[src/rtl/isq_pkg.sv]
package isq_pkg;
  localparam int ISQ_TAG_W  = 6;
  localparam int ISQ_DATA_W = 10;
  localparam int ISQ_NEVT   = 3;
  localparam int ISQ_NCNT   = 2;
  localparam int ISQ_NSRC   = ISQ_NEVT + ISQ_NCNT;

  // source order is also the service priority, lowest index first
  typedef enum logic [2:0] {
    SRC_RX  = 3'd0,
    SRC_TX  = 3'd1,
    SRC_BUF = 3'd2,
    SRC_MISS = 3'd3,
    SRC_COL = 3'd4
  } isq_src_e;

  function automatic logic [7:0] src_tag(input int idx);
    case (idx)
      0:       src_tag = 8'h04;
      1:       src_tag = 8'h08;
      2:       src_tag = 8'h0C;
      3:       src_tag = 8'h10;
      4:       src_tag = 8'h12;
      default: src_tag = 8'h00;
    endcase
  endfunction
endpackage

[src/rtl/isq_event_latch.sv]
module isq_event_latch #(
  parameter int DATA_W = 10,
  parameter bit ALT_EN = 1'b0,
  parameter int ALT_A  = 3,
  parameter int ALT_B  = 2
) (
  input  logic              clk,
  input  logic              rst,
  input  logic              set_vld,
  input  logic [DATA_W-1:0] set_bits,
  input  logic              clr,
  output logic [DATA_W-1:0] q,
  output logic              pend,
  output logic              pend_nxt
);
  logic [DATA_W-1:0] base;
  logic [DATA_W-1:0] nxt;

  always_comb begin
    base = clr ? '0 : q;
    nxt  = base;
    if (set_vld) begin
      if (ALT_EN && set_bits[ALT_A] && set_bits[ALT_B]) nxt = set_bits;
      else                                            nxt = base | set_bits;
    end
  end

  always_ff @(posedge clk) begin
    if (rst) q <= '0;
    else     q <= nxt;
  end

  assign pend     = |q;
  assign pend_nxt = |nxt;
endmodule

[src/rtl/isq_ovf_counter.sv]
module isq_ovf_counter #(
  parameter int DATA_W = 10
) (
  input  logic              clk,
  input  logic              rst,
  input  logic              inc,
  input  logic              clr,
  output logic [DATA_W-1:0] q,
  output logic              pend,
  output logic              pend_nxt
);
  localparam logic [DATA_W-1:0] CNT_MAX = '1;
  logic [DATA_W-1:0] base;
  logic [DATA_W-1:0] nxt;

  always_comb begin
    base = clr ? '0 : q;
    nxt  = (inc && base != CNT_MAX) ? base + 1'b1 : base;
  end

  always_ff @(posedge clk) begin
    if (rst) q <= '0;
    else     q <= nxt;
  end

  assign pend     = q[DATA_W-1];
  assign pend_nxt = nxt[DATA_W-1];
endmodule

[src/rtl/isq_arbiter.sv]
module isq_arbiter
  import isq_pkg::*;
#(
  parameter int NSRC   = 5,
  parameter int DATA_W = 10,
  parameter int TAG_W  = 6,
  localparam int WORD_W = DATA_W + TAG_W
) (
  input  logic [NSRC-1:0]        req,
  input  logic [NSRC*DATA_W-1:0] content,
  output logic [NSRC-1:0]        grant,
  output logic [WORD_W-1:0]      word
);
  always_comb begin
    grant = '0;
    word  = '0;
    for (int i = NSRC - 1; i >= 0; i--) begin
      if (req[i]) begin
        grant    = '0;
        grant[i] = 1'b1;
        word     = {content[i*DATA_W +: DATA_W], src_tag(i)[TAG_W-1:0]};
      end
    end
  end
endmodule

[src/rtl/irq_status_queue.sv]
module irq_status_queue
  import isq_pkg::*;
#(
  parameter int DATA_W = ISQ_DATA_W,
  parameter int TAG_W  = ISQ_TAG_W,
  localparam int WORD_W = DATA_W + TAG_W,
  localparam int NEVT   = ISQ_NEVT,
  localparam int NCNT   = ISQ_NCNT,
  localparam int NSRC   = NEVT + NCNT
) (
  input  logic              clk,
  input  logic              rst,
  input  logic              rx_evt_vld,
  input  logic [DATA_W-1:0] rx_evt_bits,
  input  logic              tx_evt_vld,
  input  logic [DATA_W-1:0] tx_evt_bits,
  input  logic              buf_evt_vld,
  input  logic [DATA_W-1:0] buf_evt_bits,
  input  logic              miss_inc,
  input  logic              col_inc,
  input  logic [NSRC-1:0]   src_en,
  input  logic              rd_en,
  output logic [WORD_W-1:0] status_word,
  output logic              irq
);
  logic [NEVT-1:0]        evt_vld;
  logic [DATA_W-1:0]      evt_bits [NEVT];
  logic [NCNT-1:0]        cnt_inc;
  logic [NSRC-1:0]        pend;
  logic [NSRC-1:0]        pend_nxt;
  logic [NSRC-1:0]        grant;
  logic [NSRC-1:0]        clr;
  logic [NSRC*DATA_W-1:0] content;
  logic [WORD_W-1:0]      sel_word;

  assign evt_vld     = {buf_evt_vld, tx_evt_vld, rx_evt_vld};
  assign evt_bits[0] = rx_evt_bits;
  assign evt_bits[1] = tx_evt_bits;
  assign evt_bits[2] = buf_evt_bits;
  assign cnt_inc     = {col_inc, miss_inc};
  assign clr         = rd_en ? grant : '0;

  for (genvar i = 0; i < NEVT; i++) begin : g_evt
    isq_event_latch #(
      .DATA_W(DATA_W),
      .ALT_EN(i == int'(SRC_RX))
    ) u_latch (
      .clk      (clk),
      .rst      (rst),
      .set_vld  (evt_vld[i]),
      .set_bits (evt_bits[i]),
      .clr      (clr[i]),
      .q        (content[i*DATA_W +: DATA_W]),
      .pend     (pend[i]),
      .pend_nxt (pend_nxt[i])
    );
  end

  for (genvar j = 0; j < NCNT; j++) begin : g_cnt
    isq_ovf_counter #(
      .DATA_W(DATA_W)
    ) u_cnt (
      .clk      (clk),
      .rst      (rst),
      .inc      (cnt_inc[j]),
      .clr      (clr[NEVT+j]),
      .q        (content[(NEVT+j)*DATA_W +: DATA_W]),
      .pend     (pend[NEVT+j]),
      .pend_nxt (pend_nxt[NEVT+j])
    );
  end

  isq_arbiter #(
    .NSRC  (NSRC),
    .DATA_W(DATA_W),
    .TAG_W (TAG_W)
  ) u_arb (
    .req     (pend & src_en),
    .content (content),
    .grant   (grant),
    .word    (sel_word)
  );

  always_ff @(posedge clk) begin
    if (rst) begin
      status_word <= '0;
      irq         <= 1'b0;
    end else begin
      if (rd_en) status_word <= sel_word;
      irq <= |(pend_nxt & src_en);
    end
  end
endmodule

[config.mk]
export PLATFORM = sky130hd
export DESIGN_NAME = irq_status_queue
export DESIGN_NICKNAME = d
export VERILOG_FILES = /design/src/rtl/isq_pkg.sv /design/src/rtl/isq_event_latch.sv /design/src/rtl/isq_ovf_counter.sv /design/src/rtl/isq_arbiter.sv /design/src/rtl/irq_status_queue.sv
export SDC_FILE = /design/constraint.sdc
export NUM_CORES = 1
export LEC_CHECK = 0
export BUFFER_PORTS_ARGS = -buffer_cell sky130_fd_sc_hd__buf_2
export CORE_ASPECT_RATIO = 2
export CORE_MARGIN = 3
export CORE_UTILIZATION = 47
export CTS_CLUSTER_SIZE = 14
export DETAILED_ROUTE_END_ITERATION = 6
export PLACE_DENSITY = 0.69
export SLEW_MARGIN = 20
export SYNTH_ARGS = -nofsm -noshare
export SYNTH_HDL_FRONTEND = slang
export SYNTH_HIERARCHICAL = 1
export SYNTH_SLANG_ARGS = --single-unit
[constraint.sdc]
create_clock -name clk -period 9.64 [get_ports clk]
set_input_delay 0.482 -clock clk [delete_from_list [all_inputs] [get_ports clk]]
set_output_delay 0.482 -clock clk [all_outputs]
set_load 0.01 [all_outputs]
==> impl_metrics.toml <==
[critical_path]
r2r-end = "irq"
crit_arrival_ps = 4100
critPathMaxFanout = 27
r2r_start = "g_evt[0].u_latch/q[7]"
reg2regPathDepth = 13
criticalPathCategory = "reg2reg"
worst_setup_path_start_kind = "flop"
rrSetupSlack_ps = 5740
critPathCaptureType = "flop"
worstPathRequired_ps = 9830

[detailed_routing]
met1_length_um = 3530
met2_length_um = 5340
dr.pass1.iters = 5
wirelength_um = 9650
drt_iter0_markers = 282
vias = 3251
postRouteAntennaNets = 0
wl_per_cell_um = 17.9
routed.top_layer = "met4"
avgViaCountPerCell = 6.04
drc = 0
routed-wl-met3_um = 467

[clock_network]
cts_buffers = 9
root_buffer = "clkbuf_16"
htree_levels = 3
ctsHoldBuffers = 0
cts_setup_buffers = 0
clkSlewWorstSetupHoldPaths_ps = 50
cts.sinks = 67
worstSkewPairLatency_ps = 340
clock_path_buffers = 2
cts_resized = 0
tritoncts = "yes"

[final_layout]
drive_above_1_share_pct = 21.1
nets = 487
syn2layout_area_growth_pct = 15.5
n_antenna_cell = 0
layout_commonest_cell = "dfxtp_1"
fillers = 679
final_cell_mix = "dfxtp_1, nor2_1, buf_2"

[logic_synthesis]
synth_top_area_share_pct = 38.0
synth-edff-count = 0
synthArstFlopShare_pct = 0
yosys-top-cells-area = "dfxtp_1, a22oi_1, nor2_1, mux2i_1, nand2_1"
ys.flop_type = "dfxtp_1"
avgSynthCellArea_um2 = 8.91
syn_inst = 396
synthDistinctLibCells = 55
synth_seq_cells = 67
yosysSeqAreaShare_pct = 38.0
ys.warnings.count = 6
yosysTopAreaCell = "dfxtp_1"
synth_area_um2 = 3530

[flow_run]
cap_violations = 0

[timing]
timing.final.crit_share_pct = 40.5
worstMarginPinSlew_ps = 905
relSlewSlack_pct = 39.7
rsz0062_at_grt = "false"
finClkSkew_ps = 4.28
min_period_ps = 3900
tns_ps = 0
hold_viol_final = 0
setup_viol = 0
worst_slack_ps = 5740
maxSlewViolCount = 0
fmax_ghz = 0.256

[placed_design]
dp_hpwl_um = 7140
gp_congestion = 0.864
pre_cts_slack_ps = 5750
io_buffers = 59

[die]
start_util_pct = 48.5
die-width_um = 67.3
dieHeight_um = 129
rows = 44
ios = 60
fp.coreArea_um2 = 7270
die-area_um2 = 8640

[global_route]
antenna_found_initial = 0
grt_max_degree = 60
overflow = 0
grtUsageTotal_pct = 23.6
grt_pass1_wl_um = 15200
grt_pass1_vias = 3102

[pwr]
power_leakage_nw = 1.67
power_density_nw_per_um2 = 176
peakVddDrop_mv = 0.107

[worst_hold_path]
min-delay-start = "buf_evt_bits[0]"
hold_class = "in2reg"
hold_end = "g_evt[2].u_latch/q[0]"
hold_depth = 3

[status]
status = "completed"
-- synth_stat cells (3+ instances only) --
cell      number
dfxtp_1       67
nor2_1        65
a22oi_1       36
nand2_1       25
mux2i_1       16
and2_1        14
a21oi_1       10
a31oi_1       10
nor4_1         9
o211ai_1       9
o21ai_0        9
buf_2          8
nand3_1        8
a32oi_1        7
nor2b_1        7
buf_4          6
clkbuf_1       6
nand2b_1       6
nor3_1         6
buf_6          5
a211oi_1       4
a41o_1         4
inv_1          4
a221oi_1       3
and3b_1        3
nand4_1        3
-- cell type report --
cell class / instances / area [µm²] / share of cell area, %
Multi-Input combinational cell: 301 / 2010 / 49.3
Sequential cell: 67 / 1340 / 32.9
Timing Repair Buffer: 59 / 298 / 7.31
Clock buffer: 13 / 260 / 6.39
Tap cell: 92 / 115 / 2.82
Clock inverter: 2 / 35.0 / 0.860
Inverter: 4 / 15.0 / 0.368
-- kinds of logic (layout without fill, tap and decap cells) --
logic type / after synthesis / in the layout / share of synthesized area (%)
simple gates: 177 / 177 / 28.8
compound gates: 102 / 102 / 22.2
flops: 67 / 67 / 38.0
buf+inv: 29 / 78 / 5.07
mux: 16 / 16 / 4.54
fa+ha+maj: 2 / 2 / 0.709
xor+xnor: 2 / 2 / 0.497
other cells: 1 / 2 / 0.106
-- power breakdown --
part           internal (W)   total, W  switching [W]
clock              0.000212   0.000327       0.000115
combinational     0.0000364  0.0000871      0.0000507
sequential         0.000292   0.000304      0.0000119
total              0.000540   0.000718       0.000178
-- worst max-delay path: stages, from the launching register on --
cell      delay, ps
dfxtp_1         330
nor4_1          380
nand4_1         140
and2_1          450
nor3_4          460
and2_1          200
and2_1          310
and2b_1         220
ha_1            200
and4b_2         280
and4bb_2        310
nor3_1           70
a222oi_1        290
a21oi_1         100
-- metal layers --
metal	vias up	global-route usage (%)
li1	1561	-
met4	0	11.0
met3	23	5.59
met5	-	0
met1	1565	24.4
met2	102	43.1
-- how the worst max path moves through the flow --
stage | startpoint | endpoint | slack (ps) | cells after the start
finish | g_evt[0].u_latch/q[7] | irq | 5740 | 13
floorplan | g_evt[0].u_latch/q[7] | irq | 6390 | 14
CTS | g_evt[0].u_latch/q[7] | irq | 5740 | 13
detailed placement | g_evt[0].u_latch/q[7] | irq | 5750 | 13
global route | g_evt[0].u_latch/q[7] | irq | 5420 | 13
global placement | g_evt[0].u_latch/q[7] | irq | 5890 | 13
-- sequential cells by signal, summed over array words and instances, names as in the netlist --
name	count
g_evt.u_latch/q	30
irq	1
status_word	16
g_cnt.u_cnt/q	20
-- metrics by stage --
| step | util (%) | total power [W] | hold slack, ps | instance area (µm²) | instances |
|---|---|---|---|---|---|
| after CTS | 56.0 | 0.000722 | 389 | 4070 | 538 |
| after floorplan | - | 0.000368 | 458 | 3530 | 397 |
| after global placement | 52.0 | 0.000393 | 467 | 3780 | 523 |
| final | 56.1 | 0.000718 | 395 | 4080 | 538 |
| after global routing | 56.1 | 0.000742 | 409 | 4080 | 538 |
| after detailed placement | 52.0 | 0.000396 | 487 | 3780 | 523 |
Note: power is estimated with default switching activity, not from simulation.
